## src/rtl/edge_tally_pkg.sv

```systemverilog
package edge_tally_pkg;
  typedef enum logic [1:0] {
    MODE_SINGLE   = 2'd0,
    MODE_EXPLICIT = 2'd1,
    MODE_IMPLICIT = 2'd2
  } tally_mode_e;

  typedef enum logic [1:0] {
    DIR_UP   = 2'd0,
    DIR_DOWN = 2'd1,
    DIR_EXT  = 2'd2
  } tally_dir_e;

  // bit positions in the synchronized input vector
  localparam int IDX_SIG   = 0;
  localparam int IDX_PAUSE = 1;
  localparam int IDX_DIR   = 2;
  localparam int IDX_SCLK  = 3;
  localparam int N_ASYNC   = 4;
endpackage

```

## src/rtl/tally_sync.sv

```systemverilog
module tally_sync #(
  parameter int W      = 4,
  parameter int STAGES = 2
) (
  input  logic         clk,
  input  logic         rst,
  input  logic [W-1:0] din,
  output logic [W-1:0] level,
  output logic [W-1:0] rise
);
  for (genvar i = 0; i < W; i++) begin : g_bit
    logic [STAGES-1:0] chain;
    logic              prev;

    always_ff @(posedge clk) begin
      if (rst) begin
        chain <= '0;
        prev  <= 1'b0;
      end else begin
        chain <= {chain[STAGES-2:0], din[i]};
        prev  <= chain[STAGES-1];
      end
    end

    assign level[i] = chain[STAGES-1];
    assign rise[i]  = chain[STAGES-1] & ~prev;


    no_double_rise_chk: assert property (@(posedge clk) disable iff (rst)
      rise[i] |=> !rise[i]);
  end
endmodule

```

## src/rtl/tally_core.sv

```systemverilog
module tally_core #(
  parameter int W = 32
) (
  input  logic         clk,
  input  logic         rst,
  input  logic         arm,
  input  logic [W-1:0] init,
  input  logic         edge_seen,
  input  logic         paused,
  input  logic         up,
  output logic [W-1:0] count,
  output logic [W-1:0] count_next
);
  logic step;
  assign step = edge_seen & ~paused;

  always_comb begin
    if (arm)       count_next = init;
    else if (step) count_next = up ? count + 1'b1 : count - 1'b1;
    else           count_next = count;
  end

  always_ff @(posedge clk) begin
    if (rst) count <= '0;
    else     count <= count_next;
  end


  count_idle_chk: assert property (@(posedge clk) disable iff (rst)
    !arm && !edge_seen |=> $stable(count));

  pause_hold_chk: assert property (@(posedge clk) disable iff (rst)
    !arm && edge_seen && paused |=> $stable(count));

  up_step_chk: assert property (@(posedge clk) disable iff (rst)
    !arm && edge_seen && !paused && up |=> count == $past(count) + 1'b1);
endmodule

```

## src/rtl/tally_sampler.sv

```systemverilog
module tally_sampler
  import edge_tally_pkg::*;
#(
  parameter int W = 32
) (
  input  logic         clk,
  input  logic         rst,
  input  logic         arm,
  input  tally_mode_e  mode,
  input  logic         sig_rise,
  input  logic         sclk_rise,
  input  logic [W-1:0] value,
  input  logic         ready,
  output logic [W-1:0] hold,
  output logic         valid,
  output logic [W-1:0] data,
  output logic         ovr
);
  logic fire;
  assign fire = !arm && ((mode == MODE_EXPLICIT && sclk_rise) ||
                         (mode == MODE_IMPLICIT && sig_rise));

  always_ff @(posedge clk) begin
    if (rst) begin
      hold <= '0;
    end else if (arm) begin
      hold <= value;
    end else if (mode == MODE_SINGLE && sig_rise) begin
      hold <= value;
    end
  end

  always_ff @(posedge clk) begin
    if (rst) begin
      valid <= 1'b0;
      data  <= '0;
      ovr   <= 1'b0;
    end else if (arm) begin
      valid <= 1'b0;
      ovr   <= 1'b0;
    end else if (fire) begin
      valid <= 1'b1;
      data  <= value;
      if (valid && !ready) ovr <= 1'b1;
    end else if (valid && ready) begin
      valid <= 1'b0;
    end
  end


  pending_kept_chk: assert property (@(posedge clk) disable iff (rst)
    valid && !ready && !arm |=> valid);

  overrun_sticky_chk: assert property (@(posedge clk) disable iff (rst)
    ovr && !arm |=> ovr);

  single_quiet_chk: assert property (@(posedge clk) disable iff (rst)
    mode == MODE_SINGLE && !valid |=> !valid);
endmodule

```

## src/rtl/edge_tally.sv

```systemverilog
module edge_tally
  import edge_tally_pkg::*;
#(
  parameter int CW          = 32,
  parameter int SYNC_STAGES = 2
) (
  input  logic          clk,
  input  logic          rst,
  input  logic          arm,
  input  logic [1:0]    cfg_mode,
  input  logic [1:0]    cfg_dir,
  input  logic          cfg_pause_pol,
  input  logic [CW-1:0] cfg_init,
  input  logic          sig_in,
  input  logic          pause_in,
  input  logic          dir_in,
  input  logic          sclk_in,
  input  logic          smp_ready,
  output logic [CW-1:0] cnt_value,
  output logic [CW-1:0] hold_value,
  output logic          smp_valid,
  output logic [CW-1:0] smp_data,
  output logic          overrun
);
  logic [N_ASYNC-1:0] raw, lvl, rse;
  logic [CW-1:0]      count_next;
  logic               paused, up;
  tally_mode_e        mode;

  always_comb begin
    raw            = '0;
    raw[IDX_SIG]   = sig_in;
    raw[IDX_PAUSE] = pause_in;
    raw[IDX_DIR]   = dir_in;
    raw[IDX_SCLK]  = sclk_in;
  end

  tally_sync #(.W(N_ASYNC), .STAGES(SYNC_STAGES)) u_sync (
    .clk(clk), .rst(rst), .din(raw), .level(lvl), .rise(rse)
  );

  assign paused = (lvl[IDX_PAUSE] == cfg_pause_pol);
  assign mode   = tally_mode_e'(cfg_mode);

  always_comb begin
    case (tally_dir_e'(cfg_dir))
      DIR_DOWN: up = 1'b0;
      DIR_EXT:  up = lvl[IDX_DIR];
      default:  up = 1'b1;
    endcase
  end

  tally_core #(.W(CW)) u_core (
    .clk(clk), .rst(rst), .arm(arm), .init(cfg_init),
    .edge_seen(rse[IDX_SIG]), .paused(paused), .up(up),
    .count(cnt_value), .count_next(count_next)
  );

  tally_sampler #(.W(CW)) u_smp (
    .clk(clk), .rst(rst), .arm(arm), .mode(mode),
    .sig_rise(rse[IDX_SIG]), .sclk_rise(rse[IDX_SCLK]),
    .value(count_next), .ready(smp_ready),
    .hold(hold_value), .valid(smp_valid), .data(smp_data), .ovr(overrun)
  );
endmodule

```

## config.mk

```make
export PLATFORM = sky130hd
export DESIGN_NAME = edge_tally
export DESIGN_NICKNAME = d
export VERILOG_FILES = /design/src/rtl/edge_tally_pkg.sv /design/src/rtl/tally_sync.sv /design/src/rtl/tally_core.sv /design/src/rtl/tally_sampler.sv /design/src/rtl/edge_tally.sv
export SDC_FILE = /design/constraint.sdc
export NUM_CORES = 1
export LEC_CHECK = 0
export ABC_CLOCK_PERIOD_IN_PS = 8540
export BUFFER_PORTS_ARGS = -buffer_cell sky130_fd_sc_hd__buf_2
export CORE_UTILIZATION = 35
export CTS_CLUSTER_SIZE = 25
export DETAILED_ROUTE_END_ITERATION = 6
export SETUP_SLACK_MARGIN = 0.4
export SLEW_MARGIN = 20
export SYNTH_ARGS = -nofsm -noshare
export SYNTH_HDL_FRONTEND = slang
export SYNTH_HIERARCHICAL = 1
export SYNTH_SLANG_ARGS = --single-unit
```

## constraint.sdc

```tcl
create_clock -name clk -period 8.54 [get_ports clk]
set_clock_uncertainty 0.05 [all_clocks]
set_input_delay 0 -clock clk [delete_from_list [all_inputs] [get_ports clk]]
set_output_delay 0 -clock clk [all_outputs]
set_load 0.02 [all_outputs]
```

# [Word level (Yosys, flattened, before mapping)]
# Index checks and enable logic that the tools add are counted.
[word_totals] regBits=108 input_bits=45 wordCells=48
[classes] add_sub_neg=2 eq_ne=5 muxes=8 bitwise_logic=7 reduce_logical=15
[op_table] op="2-to-1 mux 32 bit" n=5
[op_table] op="adder 32 x 1 -> 32 bit (second input constant)" n=1
[op_table] op="subtractor 32 x 1 -> 32 bit (second input constant)" n=1
[op_table] op="logical AND 1 bit" n=6
[op_table] op="== test 2 x 1 -> 1 bit (second input constant)" n=2
[op_table] op="== test 2 bit (second input constant)" n=2
[op_table] op="NOT 1 bit" n=4
[op_table] op="AND reduction 2 bit" n=2
[op_table] op="nonzero test 2 bit" n=2
[op_table] op="bitwise AND 1 bit" n=3
[op_table] op="logical NOT 1 bit" n=2
[op_table] op="logical NOT 2 bit" n=1
[op_table] op="2-to-1 mux 1 bit" n=2
[op_table] op="case mux 1 bit (2 select lines)" n=1
[op_table] op="OR reduction 2 bit" n=1
[op_table] op="== test 1 bit" n=1
[op_table] op="logical OR 1 bit" n=1

# [Depth between registers and ports, before layout]
[depth] ltp_word=7 ltp_mapped=17 depth_no_buf=15

# [Hierarchy]
# Netlist, hierarchy kept.
[by_module_without_submodules] mod="tally_core" instances=1 cells_each=417 area_each_um2=3211.8
[by_module_without_submodules] mod="tally_sampler" instances=1 cells_each=254 area_each_um2=2743.9
[by_module_without_submodules] mod="tally_sync" instances=1 cells_each=33 area_each_um2=421.7
[by_module_without_submodules] mod="edge_tally" instances=1 cells_each=3 area_each_um2=22.5

# [Worst setup path before layout]
# Ideal clock, no wire load.
[synth_path] kind="register to register" startpoint="register u_sync.g_bit[2].chain[1]" endpoint="register u_smp.hold[31]" setup_time_ps=121 t_arrival_ps=3573 required_time_ps=8369 path_slack_ps=4796 path_stages_with_launch=17 period_less_slack_ps=3744 cell_sequence="dfxtp_1 -> buf_4 -> nor2_1 -> mux2i_1 -> inv_1 -> ha_1 -> buf_6 -> a21o_1 -> a21o_1 -> a221o_1 -> o31ai_4 -> mux2i_1 -> o31a_1 -> nor3_2 -> nor2_1 -> nand2b_1 -> mux2i_1"
[synth_via] elab_chain_cells=6
[synth_lines] element="from (decl)" line_no="tally_sync.sv:12" source="logic [STAGES-1:0] chain;"
[synth_lines] element="from (signal assigned)" line_no="tally_sync.sv:20" source="chain <= {chain[STAGES-2:0], din[i]};"
[synth_lines] element="case mux 1 bit (2 select lines) *" line_no="edge_tally.sv:46" source="case (tally_dir_e'(cfg_dir))"
[synth_lines] element="net up" line_no="edge_tally.sv:27" source="logic paused, up;"
[synth_lines] element="2-to-1 mux 32 bit * (2 in a row)" line_no="tally_core.sv:19" source="else if (step) count_next = up ? count + 1'b1 : count - 1'b1;"
[synth_lines] element="2-to-1 mux 32 bit *" line_no="tally_core.sv:18" source="if (arm) count_next = init;"
[synth_lines] element="net count_next[31]" line_no="edge_tally.sv:26" source="logic [CW-1:0] count_next;"
[synth_lines] element="2-to-1 mux 32 bit" line_no="tally_sampler.sv:28" source="end else if (mode == MODE_SINGLE && sig_rise) begin"
[synth_lines] element="2-to-1 mux 32 bit *" line_no="tally_sampler.sv:26" source="end else if (arm) begin"
[synth_lines] element="to (signal assigned)" line_no="tally_sampler.sv:27" source="hold <= value;"
[synth_lines] element="to (signal assigned)" line_no="tally_sampler.sv:29" source="hold <= value;"
[synth_lines] element="to (decl)" line_no="tally_sampler.sv:14" source="output logic [W-1:0] hold,"
# The timed path passes the listed nets; every way through them passes the cells marked *. The select of a mux whose other input is x is not followed.
# A chain may end at the register's enable or synchronous reset.

# [Worst setup path in the final report]
[layout_path] startpoint="register u_sync.g_bit[2].chain[1]" endpoint="register u_smp.data[31]"
[layout_via] elab_chain_cells=4
[layout_lines] element="case mux 1 bit (2 select lines)" line_no="edge_tally.sv:46"
[layout_lines] element="net up" line_no="edge_tally.sv:27"
[layout_lines] element="2-to-1 mux 32 bit (2 in a row)" line_no="tally_core.sv:19"
[layout_lines] element="2-to-1 mux 32 bit" line_no="tally_core.sv:18"
[layout_lines] element="net count_next[31]" line_no="edge_tally.sv:26"
[layout_lines] element="to (signal assigned)" line_no="tally_sampler.sv:43" source="data <= value;"
[layout_lines] element="to (decl)" line_no="tally_sampler.sv:16" source="output logic [W-1:0] data,"
# The timed path passes the listed nets, and every way through them passes these cells.

==> summary.txt <==
Run status
  • Outcome: finished clean

Setup path
  • CP arrival: 4.21 ns
  • R2r setup slk: 4.49 ns
  • Crit path required time: 8.71 ns
  • Kind of end point of the critical path: register
  • Worst Setup EP: u_smp/data[31]$_SDFFE_PP0P_
  • Reg-to-reg endpoint: u_smp/data[31]$_SDFFE_PP0P_
  • RR Startpoint: u_sync/g_bit[2].chain[1]$_SDFF_PP0_
  • Crit path kind: reg -> reg
  • Crit. Startpoint: u_sync/g_bit[2].chain[1]$_SDFF_PP0_
  • Worst setup SP type: register
  • Crit-path max FO: 17
  • Worst Reg-to-Reg Cells: 15

Route
  • Vias after detailed routing: 5320
  • Initial DRC Count: 204
  • Final WL: 16300 um
  • WL per Instance: 15.1 um
  • Vias per cell: 4.91
  • DRC errors left: 0
  • DR pass1 iterations: 4
  • Antenna Nets Post-Route: 0

Clocking
  • Clk sinks: 108
  • Clock latency on the worst-skew pair: 0.36 ns
  • H-tree depth: 3
  • Setup bufs post-CTS: 0
  • Clock buffer depth: 2
  • CTS resizes: 0
  • Hold buffers post-CTS: 36
  • Root cell of the clock tree: clkbuf_16
  • Clock transition at path regs: 0.08 ns
  • TritonCTS clock tree: done
  • Total CTS buffers: 9

Floorplanning
  • Die height: 136 um
  • DIE AREA: 18600 um^2
  • Total core area: 17500 um^2
  • Row Count: 48
  • Die X: 136 um
  • Boundary Pins: 143
  • Initial Utilization: 36.1%

Placed design
  • Placer's final routability congestion estimate: 0.864
  • I/O Buffers: 142
  • HPWL Detailed: 11800 um

Layout
  • Nets@finish: 930
  • Layout overhead on the synthesized area: 24.1%
  • Layout Utilization: 44.8%
  • Share of cells above drive strength 1: 22.4%
  • N_diodes: 0

Synth
  • Cell count after synthesis: 699
  • Post-Syn Area: 6310 um^2
  • Syn. warnings: 6
  • Syn Area/Cell: 9.03 um^2
  • Syn Nets: 775

Global route
  • First-pass GRT wire length: 26300 um
  • All-layer global routing usage: 18.1%
  • Antenna violations before repair: 0
  • Grt ovf: 0
  • Vias in the first global route: 5207
  • Largest net degree at the start of global routing: 77

Pwr
  • Power density over cell area: 169 nW/um^2
  • Worst vdd ir: 0.0000941 V
  • Pleak: 3.63 nW

Timing
  • Max-slew headroom: 36.6%
  • Period minus WS final: 4.05 ns
  • Final setup TNS: 0 ns
  • Worst Max-Slew Pin Slew: 0.952 ns
  • Tcrit/Tclk final: 47.4%
  • Final slew viol count: 0
  • Highest Clock Rate: 0.247 GHz
  • Final hold vios: 0
  • Endpoints failing setup: 0
  • RSZ-0062 raised after global routing: no

Hold path
  • Type of the most critical hold path: in -> reg

Run
  • Maximum capacitance violations: 0
-- metrics by stage --
step	hold WS, ns	total power, mW	std cells	setup WS (ns)	area, um^2
after floorplan	0.0216	0.785	699	4.84	6310
final	0.0218	1.32	1084	4.49	7830
after global routing	0.0267	1.39	1084	4.18	7830
after global placement	0.161	0.867	1032	4.57	7150
after detailed placement	0.175	0.867	1032	4.49	7150
after CTS	0.00937	1.34	1084	4.48	7830
-- worst max-delay path, stage by stage, from the launching register on --
cell      delay (ns)
dfxtp_1         0.31
nor2_1          0.03
mux2i_1         0.39
inv_1           0.40
buf_4           0.33
ha_1            0.42
a21o_1          0.20
a21o_1          0.17
a221o_1         0.42
o31ai_4         0.32
mux2i_1         0.15
o31a_1          0.30
nor3_2          0.16
nor2_1          0.08
nand2b_1        0.10
mux2i_1         0.07
-- cells in the final DEF (no fill, tap or decap), drive strengths merged, types with 13 or more instances in the layout --
cell and instances:
mux2i 80, xnor2 13, dlygate4sd3 36, nand2b 102, a21o 17, a211oi 13
nor2b 33, ha 30, nand2 43, o21ai 25, dfxtp 108, nor2 35
a21oi 42, buf 149
-- worst min path at each step --
| stage | startpoint | endpoint | slack, ns | depth (start not counted) |
|---|---|---|---|---|
| 2_1_floorplan | rst | u_core/count[19]$_SDFF_PP0_ | 0.02 | 1 |
| 3_3_place_gp | sig_in | u_sync/g_bit[0].chain[0]$_SDFF_PP0_ | 0.16 | 2 |
| 6_report | cfg_init[27] | u_core/count[27]$_SDFF_PP0_ | 0.02 | 3 |
| 3_5_place_dp | pause_in | u_sync/g_bit[1].chain[0]$_SDFF_PP0_ | 0.17 | 2 |
| 4_1_cts | cfg_init[27] | u_core/count[27]$_SDFF_PP0_ | 0.009 | 3 |
| 5_1_grt | cfg_init[27] | u_core/count[27]$_SDFF_PP0_ | 0.03 | 3 |
-- layout make-up --
class                   instances  area [um^2]
repair buffers                185         1130
clock buffers                  11          253
well taps                     225          282
fillers                      1778         9650
flip-flops and latches        108         2160
multi-input cells             542         3910
inverters                       8         30.0
clock inverters                 5         66.3
-- report_power, final --
| part | total (mW) | switching (mW) | internal [mW] |
|---|---|---|---|
| clock | 0.451 | 0.203 | 0.247 |
| sequential | 0.545 | 0.0170 | 0.528 |
| combinational | 0.324 | 0.186 | 0.138 |
| total | 1.32 | 0.406 | 0.914 |
-- metal layers --
| metal | vias up | part of all wire [%] | track usage [%] |
|---|---|---|---|
| met3 | 13 | 4.5 | 3.69 |
| met5 | - | 0 | 0 |
| met4 | 0 | 1.4 | 6.11 |
| li1 | 2775 | - | - |
| met2 | 113 | 45 | 29.4 |
| met1 | 2419 | 49 | 23.7 |
-- state kept, by name (all words and copies together), names as in the netlist --
signal              count
u_core/count           32
u_smp/data             32
u_smp/hold             32
u_smp/ovr               1
u_smp/valid             1
u_sync/g_bit.chain      8
u_sync/g_bit.prev       2
Power figures use the tool's default switching activity.
